File: src/rtl/scs_pkg.sv
package scs_pkg;
  localparam int BYTE_W = 8;
  localparam int CLS_W  = 3;
  localparam int CNT_W  = 3;

  typedef enum logic [CLS_W-1:0] {
    OP_NONE  = 3'd0,
    OP_CALL  = 3'd1,
    OP_CALLF = 3'd2,
    OP_CALLL = 3'd3,
    OP_BRL   = 3'd4,
    OP_RET   = 3'd5
  } op_e;

  function automatic logic [CNT_W-1:0] frame_bytes(input logic wide);
    frame_bytes = wide ? 3'd3 : 3'd2;
  endfunction

  function automatic logic [CNT_W-1:0] op_cycles(input op_e op, input logic wide);
    case (op)
      OP_CALL:  op_cycles = wide ? 3'd4 : 3'd3;
      OP_CALLF: op_cycles = wide ? 3'd3 : 3'd2;
      OP_CALLL: op_cycles = 3'd3;
      OP_BRL:   op_cycles = 3'd2;
      OP_RET:   op_cycles = frame_bytes(wide) + 3'd2;
      default:  op_cycles = 3'd1;
    endcase
  endfunction

  function automatic logic is_call(input op_e op);
    is_call = (op == OP_CALL) || (op == OP_CALLF) || (op == OP_CALLL);
  endfunction

  function automatic logic op_allowed(input op_e op, input logic wide);
    op_allowed = wide || !((op == OP_CALLL) || (op == OP_BRL));
  endfunction

  function automatic op_e decode_class(input logic [CLS_W-1:0] c);
    case (c)
      3'd1:    decode_class = OP_CALL;
      3'd2:    decode_class = OP_CALLF;
      3'd3:    decode_class = OP_CALLL;
      3'd4:    decode_class = OP_BRL;
      3'd5:    decode_class = OP_RET;
      default: decode_class = OP_NONE;
    endcase
  endfunction
endpackage

File: src/rtl/scs_mode_reg.sv
module scs_mode_reg #(
  parameter int SBS_W    = 4,
  parameter int MODE_BIT = 3
) (
  input  logic             clk,
  input  logic             rst,
  input  logic             wr_en,
  input  logic [SBS_W-1:0] wr_data,
  input  logic             busy_i,
  input  logic             done_i,
  output logic [SBS_W-1:0] sbs_o,
  output logic             wide_o
);
  logic [SBS_W-1:0] sbs_q;
  logic [SBS_W-1:0] pend_q;
  logic             pend_v;

  // Writes during an operation are parked and applied at its final edge.
  always_ff @(posedge clk) begin
    if (rst) begin
      sbs_q  <= '0;
      pend_q <= '0;
      pend_v <= 1'b0;
    end else if (busy_i && !done_i) begin
      if (wr_en) begin
        pend_q <= wr_data;
        pend_v <= 1'b1;
      end
    end else begin
      if (wr_en)       sbs_q <= wr_data;
      else if (pend_v) sbs_q <= pend_q;
      pend_v <= 1'b0;
    end
  end

  assign sbs_o  = sbs_q;
  assign wide_o = sbs_q[MODE_BIT];

  AST_MODE_HELD: assert property (@(posedge clk) disable iff (rst)
    (busy_i && !done_i) |=> $stable(sbs_q));
  AST_NO_STALE_PEND: assert property (@(posedge clk) disable iff (rst)
    !busy_i |-> !pend_v);
endmodule

File: src/rtl/scs_frame.sv
module scs_frame #(
  parameter int PC_W  = 16,
  parameter int FLG_W = 2
) (
  input  logic                      clk,
  input  logic                      rst,
  input  logic                      wide_i,
  input  logic [PC_W-1:0]           ret_addr,
  input  logic [FLG_W-1:0]          flags,
  input  logic [scs_pkg::CNT_W-1:0] push_idx,
  input  logic                      cap_en,
  input  logic [1:0]                cap_pos,
  input  logic [scs_pkg::BYTE_W-1:0] rdata,
  output logic [scs_pkg::BYTE_W-1:0] push_byte,
  output logic [PC_W-1:0]           pop_ret,
  output logic [FLG_W-1:0]          pop_flags
);
  localparam int BW    = scs_pkg::BYTE_W;
  localparam int LEG_W = 2*BW - FLG_W;
  localparam int MID_W = LEG_W - BW;
  localparam int UP_W  = PC_W - LEG_W;

  logic [BW-1:0]   lo_q;
  logic [BW-1:0]   mid_q;
  logic [UP_W-1:0] up_q;

  // Byte 0: low address, byte 1: flags and middle bits, byte 2: upper bits.
  always_comb begin
    case (push_idx)
      3'd0:    push_byte = ret_addr[BW-1:0];
      3'd1:    push_byte = {flags, ret_addr[LEG_W-1:BW]};
      default: push_byte = {{(BW-UP_W){1'b0}}, ret_addr[PC_W-1:LEG_W]};
    endcase
  end

  always_ff @(posedge clk) begin
    if (rst) begin
      lo_q  <= '0;
      mid_q <= '0;
      up_q  <= '0;
    end else if (cap_en) begin
      case (cap_pos)
        2'd0:    lo_q  <= rdata;
        2'd1:    mid_q <= rdata;
        2'd2:    up_q  <= rdata[UP_W-1:0];
        default: ;
      endcase
    end
  end

  always_comb begin
    if (wide_i) pop_ret = {up_q, mid_q[MID_W-1:0], lo_q};
    else        pop_ret = {{UP_W{1'b0}}, mid_q[MID_W-1:0], lo_q};
    pop_flags = mid_q[BW-1 -: FLG_W];
  end
endmodule

File: src/rtl/scs_ctrl.sv
module scs_ctrl
  import scs_pkg::*;
#(
  parameter int PC_W    = 16,
  parameter int SP_W    = 8,
  parameter int SHORT_W = 11,
  parameter int FLG_W   = 2
) (
  input  logic             clk,
  input  logic             rst,
  input  logic             instr_valid,
  input  op_e              op_in,
  input  logic [PC_W-1:0]  target,
  input  logic [PC_W-1:0]  pc_in,
  input  logic [FLG_W-1:0] flags_in,
  input  logic             wide_i,
  output logic             busy_o,
  output logic             last_o,
  output logic             illegal_o,
  output logic             push_o,
  output logic             pop_o,
  output logic [SP_W-1:0]  addr_o,
  output logic [SP_W-1:0]  sp_o,
  output logic [CNT_W-1:0] cnt_o,
  output logic             cap_en_o,
  output logic [1:0]       cap_pos_o,
  output logic             wide_q_o,
  output op_e              op_q_o,
  output logic [PC_W-1:0]  tgt_o,
  output logic [PC_W-1:0]  ret_o,
  output logic [FLG_W-1:0] flags_o
);
  localparam int LEG_W = 2*BYTE_W - FLG_W;

  logic             busy_q, illegal_q, wide_q;
  op_e              op_q;
  logic [CNT_W-1:0] cnt_q, ncyc_q, fb_q;
  logic [SP_W-1:0]  sp_q;
  logic [PC_W-1:0]  tgt_q, ret_q, tgt_map;
  logic [FLG_W-1:0] flags_q;
  logic             take, bad, last, push, pop;

  always_comb begin
    case (op_in)
      OP_CALL:  tgt_map = PC_W'(target[LEG_W-1:0]);
      OP_CALLF: tgt_map = PC_W'(target[SHORT_W-1:0]);
      default:  tgt_map = target;
    endcase
  end

  assign take = instr_valid && !busy_q && (op_in != OP_NONE);
  assign bad  = take && !op_allowed(op_in, wide_i);
  assign last = busy_q && (cnt_q == ncyc_q - 3'd1);
  assign push = busy_q && is_call(op_q) && (cnt_q < fb_q);
  assign pop  = busy_q && (op_q == OP_RET) && (cnt_q < fb_q);

  always_ff @(posedge clk) begin
    if (rst) begin
      busy_q    <= 1'b0;
      illegal_q <= 1'b0;
      wide_q    <= 1'b0;
      op_q      <= OP_NONE;
      cnt_q     <= '0;
      ncyc_q    <= '0;
      fb_q      <= '0;
      tgt_q     <= '0;
      ret_q     <= '0;
      flags_q   <= '0;
    end else begin
      illegal_q <= bad;
      if (take && !bad) begin
        busy_q  <= 1'b1;
        cnt_q   <= '0;
        op_q    <= op_in;
        wide_q  <= wide_i;
        ncyc_q  <= op_cycles(op_in, wide_i);
        fb_q    <= frame_bytes(wide_i);
        tgt_q   <= tgt_map;
        ret_q   <= pc_in;
        flags_q <= flags_in;
      end else if (busy_q) begin
        if (last) busy_q <= 1'b0;
        cnt_q <= cnt_q + 3'd1;
      end
    end
  end

  always_ff @(posedge clk) begin
    if (rst)       sp_q <= '0;
    else if (push) sp_q <= sp_q - 1'b1;
    else if (pop)  sp_q <= sp_q + 1'b1;
  end

  assign busy_o    = busy_q;
  assign last_o    = last;
  assign illegal_o = illegal_q;
  assign push_o    = push;
  assign pop_o     = pop;
  assign addr_o    = push ? (sp_q - 1'b1) : sp_q;
  assign sp_o      = sp_q;
  assign cnt_o     = cnt_q;
  assign cap_en_o  = busy_q && (op_q == OP_RET) && (cnt_q != 3'd0) && (cnt_q <= fb_q);
  assign cap_pos_o = 2'(fb_q - cnt_q);
  assign wide_q_o  = wide_q;
  assign op_q_o    = op_q;
  assign tgt_o     = tgt_q;
  assign ret_o     = ret_q;
  assign flags_o   = flags_q;

  AST_ILLEGAL_QUIET: assert property (@(posedge clk) disable iff (rst)
    illegal_q |-> (!busy_q && !push && !pop));
  AST_LAST_ENDS: assert property (@(posedge clk) disable iff (rst)
    last |=> !busy_q);
  AST_SP_PUSH: assert property (@(posedge clk) disable iff (rst)
    push |=> (sp_q == $past(sp_q) - 1'b1));
  AST_SP_POP: assert property (@(posedge clk) disable iff (rst)
    pop |=> (sp_q == $past(sp_q) + 1'b1));
endmodule

File: src/rtl/scs_call_seq.sv
module scs_call_seq
  import scs_pkg::*;
#(
  parameter int PC_W     = 16,
  parameter int SP_W     = 8,
  parameter int SBS_W    = 4,
  parameter int MODE_BIT = 3,
  parameter int SHORT_W  = 11,
  parameter int FLG_W    = 2
) (
  input  logic              clk,
  input  logic              rst,
  input  logic              instr_valid,
  input  logic [CLS_W-1:0]  instr_class,
  input  logic [PC_W-1:0]   target,
  input  logic [PC_W-1:0]   pc_in,
  input  logic [FLG_W-1:0]  flags_in,
  input  logic              sel_wr_en,
  input  logic [SBS_W-1:0]  sel_wr_data,
  output logic [SBS_W-1:0]  sel_reg,
  output logic              stk_we,
  output logic              stk_re,
  output logic [SP_W-1:0]   stk_addr,
  output logic [BYTE_W-1:0] stk_wdata,
  input  logic [BYTE_W-1:0] stk_rdata,
  output logic [SP_W-1:0]   sp,
  output logic [PC_W-1:0]   pc_new,
  output logic              pc_new_valid,
  output logic [FLG_W-1:0]  ret_flags,
  output logic              busy,
  output logic              illegal
);
  op_e              op_in, op_q;
  logic             wide_cur, wide_q, last, cap_en;
  logic [1:0]       cap_pos;
  logic [CNT_W-1:0] cnt;
  logic [PC_W-1:0]  tgt_q, ret_q, pop_ret;
  logic [FLG_W-1:0] flags_q;

  assign op_in = decode_class(instr_class);

  scs_mode_reg #(.SBS_W(SBS_W), .MODE_BIT(MODE_BIT)) u_mode (
    .clk(clk), .rst(rst), .wr_en(sel_wr_en), .wr_data(sel_wr_data),
    .busy_i(busy), .done_i(last), .sbs_o(sel_reg), .wide_o(wide_cur)
  );

  scs_ctrl #(.PC_W(PC_W), .SP_W(SP_W), .SHORT_W(SHORT_W), .FLG_W(FLG_W)) u_ctrl (
    .clk(clk), .rst(rst), .instr_valid(instr_valid), .op_in(op_in),
    .target(target), .pc_in(pc_in), .flags_in(flags_in), .wide_i(wide_cur),
    .busy_o(busy), .last_o(last), .illegal_o(illegal), .push_o(stk_we),
    .pop_o(stk_re), .addr_o(stk_addr), .sp_o(sp), .cnt_o(cnt),
    .cap_en_o(cap_en), .cap_pos_o(cap_pos), .wide_q_o(wide_q), .op_q_o(op_q),
    .tgt_o(tgt_q), .ret_o(ret_q), .flags_o(flags_q)
  );

  scs_frame #(.PC_W(PC_W), .FLG_W(FLG_W)) u_frame (
    .clk(clk), .rst(rst), .wide_i(wide_q), .ret_addr(ret_q), .flags(flags_q),
    .push_idx(cnt), .cap_en(cap_en), .cap_pos(cap_pos), .rdata(stk_rdata),
    .push_byte(stk_wdata), .pop_ret(pop_ret), .pop_flags(ret_flags)
  );

  assign pc_new       = (op_q == OP_RET) ? pop_ret : tgt_q;
  assign pc_new_valid = last;
endmodule

File: config.mk
export PLATFORM = sky130hd
export DESIGN_NAME = scs_call_seq
export DESIGN_NICKNAME = d
export VERILOG_FILES = /design/src/rtl/scs_pkg.sv /design/src/rtl/scs_mode_reg.sv /design/src/rtl/scs_frame.sv /design/src/rtl/scs_ctrl.sv /design/src/rtl/scs_call_seq.sv
export SDC_FILE = /design/constraint.sdc
export NUM_CORES = 1
export LEC_CHECK = 0
export CAP_MARGIN = 20
export CORE_MARGIN = 8
export CORE_UTILIZATION = 42
export CTS_BUF_LIST = sky130_fd_sc_hd__clkbuf_4 sky130_fd_sc_hd__clkbuf_8 sky130_fd_sc_hd__clkbuf_16
export CTS_CLUSTER_DIAMETER = 40
export DETAILED_ROUTE_END_ITERATION = 8
export GPL_ROUTABILITY_DRIVEN = 0
export PLACE_DENSITY = 0.7
export SYNTH_ARGS = -nofsm -noshare
export SYNTH_HDL_FRONTEND = slang
export SYNTH_SLANG_ARGS = --single-unit
File: constraint.sdc
create_clock -name clk -period 4.7 [get_ports clk]
set_input_delay 0.705 -clock clk [delete_from_list [all_inputs] [get_ports clk]]
set_output_delay 0.705 -clock clk [all_outputs]
set_load 0.02 [all_outputs]
==> impl_results.md <==
* Crit path time final at 4.07 ns
* Sink Count at 82
* Most frequent cell after synthesis: nor2_1
* Main synth FF type: dfxtp_1
* FF/Latch Area at 1640 um^2
* Pwr dens at 284 nW/um^2
* DRT Pass-1 Iters at 4
* Final net count at 611
* Mapped Nets at 518
* Vias in the first global route at 3,478
* Crit path max-delay cell type: or4_1
* Post-synth EDFFs at 0
* DRT antenna net count at 0
* DR WL/cell at 15.0 um
* Synth area leader: dfxtp_1
* TritonCTS buffer count at 9
* Post-synth cell types at 53
* Placeable Area at 9640 um^2
* Outcome: complete, no violations
* CP Cell Sequence: ha_1 -> nor2b_1 -> or4_1 -> clkinv_4 -> nand2_4 -> or3_1 -> xnor2_1 -> clkdlybuf4s50_1
* Post-placement cell count at 667
* N_diodes at 0
* Kind of critical path: reg2out
* Vias per cell at 5.09
* H-tree Lvls at 3
* End-of-flow core utilization at 56.2%
* Input/output buffers at 103
* Slew @ Worst Pin at 1.02 ns
* Top cells by area, synth: dfxtp_1 (40%), mux2i_1 (14%), nor2_1 (8.1%), mux2_2 (4.4%), ha_1 (4.0%)
* DRC violations left at 0
* CTS Hold Buffers Added at 0
* Aggregate global-route resource usage at 15.4%
* CP Capture Type: output port
* Initial core utilization at 42.6%
* Area of the multi-input gates at 2300 um^2
* WP data required at 3.99 ns
* Synth Area per Inst at 9.09 um^2
* Setup violations, final at 0
* DP HPWL at 7500 um
* Clock latency at the later pin of the worst-skew pair at 0.35 ns
* Max-cap check violation count at 0
* Synth Cell Area at 4110 um^2
* Post-CTS setup buffer count at 0
* First-pass GRT wire length at 16,700 um
* Crit path DAT at 3.36 ns
* Worst slew margin at 31.9%
* Final Hold Fails at 0
* Post-synth top area share at 40.0%
* Critical path fanouts, max at 9
* Root Buffer: clkbuf_8
* Routed vias at 3,474
* Commonest cells in the synthesized netlist: nor2_1 (89), dfxtp_1 (82), mux2i_1 (56), nand2_1 (17), mux2_2 (16)
* DIE AREA at 13,200 um^2
* Post-synth ARST share at 0%
* Initial DRC count at 198
* Placement Rows at 36
* Layout fillers at 934
* Post-Layout Cell Count at 683
* Clock Path Buffers at 2
* Setup TNS at 0 ns
* Initial antenna violation count at 0
* HP Class: reg2reg
* YS warnings at 0
* Pin count of the biggest net entering global routing at 56
* CTS resizes at 0
* Crit-path max cell delay at 0.70 ns
* Die W at 115 um
* Register clock-pin slew on the reported worst setup and hold paths at 0.08 ns
* Worst Slack Setup Final at 0.632 ns
* Fmax at 246 MHz
* Seq/Total Area, Yosys at 40.0%
* Gr ovfl total at 0
* Ports at 104
* RSZ-0062 raised after global routing: no
* Yosys reg bits at 82
* Power, Total at 1.54 mW
* Final slew viol count at 0
* Post-Synthesis Cells at 452
* Max VDD drop at 0.177 mV
* DP Worst Slack at 1.01 ns
* Final wirelength at 10,200 um
* CTS tree: yes
* Critical Path Start Type: register
* Leakage at 2.17 nW
* Die Y at 115 um
* Worst Clk Skew at 0.0141 ns
* Final period util at 86.6%
* Layout cells sized above 1 at 8.55%
* Synthesis-to-layout area growth at 31.9%
-- cells in the final DEF, fill, tap and decap left out, types with 3 or more instances in the layout --
| master | Yosys | final |
|---|---|---|
| nand3_1 | 9 | 9 |
| xor2_1 | 6 | 6 |
| a22o_1 | 5 | 5 |
| mux2_2 | 16 | 16 |
| mux2i_1 | 56 | 56 |
| dfxtp_1 | 82 | 82 |
| or3_1 | 9 | 9 |
| or2_2 | 5 | 5 |
| nand2_1 | 17 | 17 |
| buf_4 | 3 | 3 |
| a22oi_1 | 7 | 7 |
| nor3_1 | 12 | 12 |
| a221oi_1 | 3 | 3 |
| clkbuf_8 | 0 | 9 |
| clkdlybuf4s50_1 | 0 | 102 |
| a21oi_1 | 9 | 9 |
| o21ai_0 | 12 | 12 |
| ha_1 | 13 | 13 |
| a211oi_1 | 6 | 6 |
| xnor2_1 | 5 | 5 |
| nand2b_1 | 12 | 12 |
| nor2_1 | 89 | 89 |
| nor2b_1 | 8 | 8 |
| inv_1 | 14 | 14 |
-- critical path, delay by kind of cell (launching register included) --
kind,cells,cell delay [ns]
buf+inv,2,0.77
fa+ha+maj,1,0.33
flops,1,0.48
xor+xnor,1,0.14
simple gates,4,1.30
-- metrics by stage --
| stage | hold slack [ns] | area (um^2) |
|---|---|---|
| after global placement | 0.453 | 5210 |
| after floorplan | 0.442 | 4110 |
| after CTS | 0.482 | 5420 |
| final | 0.480 | 5420 |
| after detailed placement | 0.462 | 5210 |
| after global routing | 0.511 | 5420 |
-- power by group --
part,internal (mW),total (mW),switching (mW)
clock,0.258,0.520,0.262
sequential,0.722,0.746,0.0232
combinational,0.139,0.276,0.137
total,1.12,1.54,0.422
-- kinds of logic (layout without fill, tap and decap cells) --
logic type	count (synthesis)	after routing	synth area share, %
buffers and inverters	39	137	4.48
flip-flops	82	82	40.0
multiplexers	73	73	18.3
XOR/XNOR	12	12	2.89
adder cells (fa/ha/maj)	14	14	4.20
AND/OR/NAND/NOR	171	171	19.3
AO/OA/AOI/OAI	61	61	10.8
-- sequential cells by signal, summed over array words and instances, names as in the netlist, 3 cells and up --
register	flops
u_mode.sbs_o	4
u_ctrl.ret_o	16
u_frame.mid_q	8
u_ctrl.tgt_o	16
u_ctrl.ncyc_q	3
u_frame.lo_q	8
u_ctrl.sp_o	8
u_ctrl.op_q_o	3
u_mode.pend_q	4
u_ctrl.cnt_o	3
-- per-layer routing --
metal / track usage [%] / vias to the layer above / routed length, um
li1: - / 1765 / -
met1: 18.9 / 1614 / 4710
met2: 24.8 / 87 / 4650
met3: 5.78 / 8 / 780
met4: 3.85 / 0 / 91
met5: 0 / - / 0
-- worst paths after layout --
kind	from	to	slack (ns)	cells after the start
max reg2reg	u_ctrl.cnt_o[1]$_SDFFE_PP0P_	u_ctrl.sp_o[6]$_SDFFE_PP0P_	2.06	7
min reg2reg	u_ctrl.tgt_o[14]$_SDFFE_PP0P_	u_ctrl.tgt_o[14]$_SDFFE_PP0P_	0.48	1
max	u_ctrl.cnt_o[1]$_SDFFE_PP0P_	stk_addr[6]	0.63	8
min	u_ctrl.tgt_o[14]$_SDFFE_PP0P_	u_ctrl.tgt_o[14]$_SDFFE_PP0P_	0.48	1
-- cell type report --
cell class                      instances  share of cell area, %
Clock buffer                           10                   2.42
Tap cell                              133                   3.07
Multi-Input combinational cell        331                   42.4
Timing Repair Buffer                  106                   19.3
Inverter                               15                   1.13
Sequential cell                        82                   30.3
Clock inverter                          6                   1.36
Note: power is estimated with default switching activity, not from simulation.
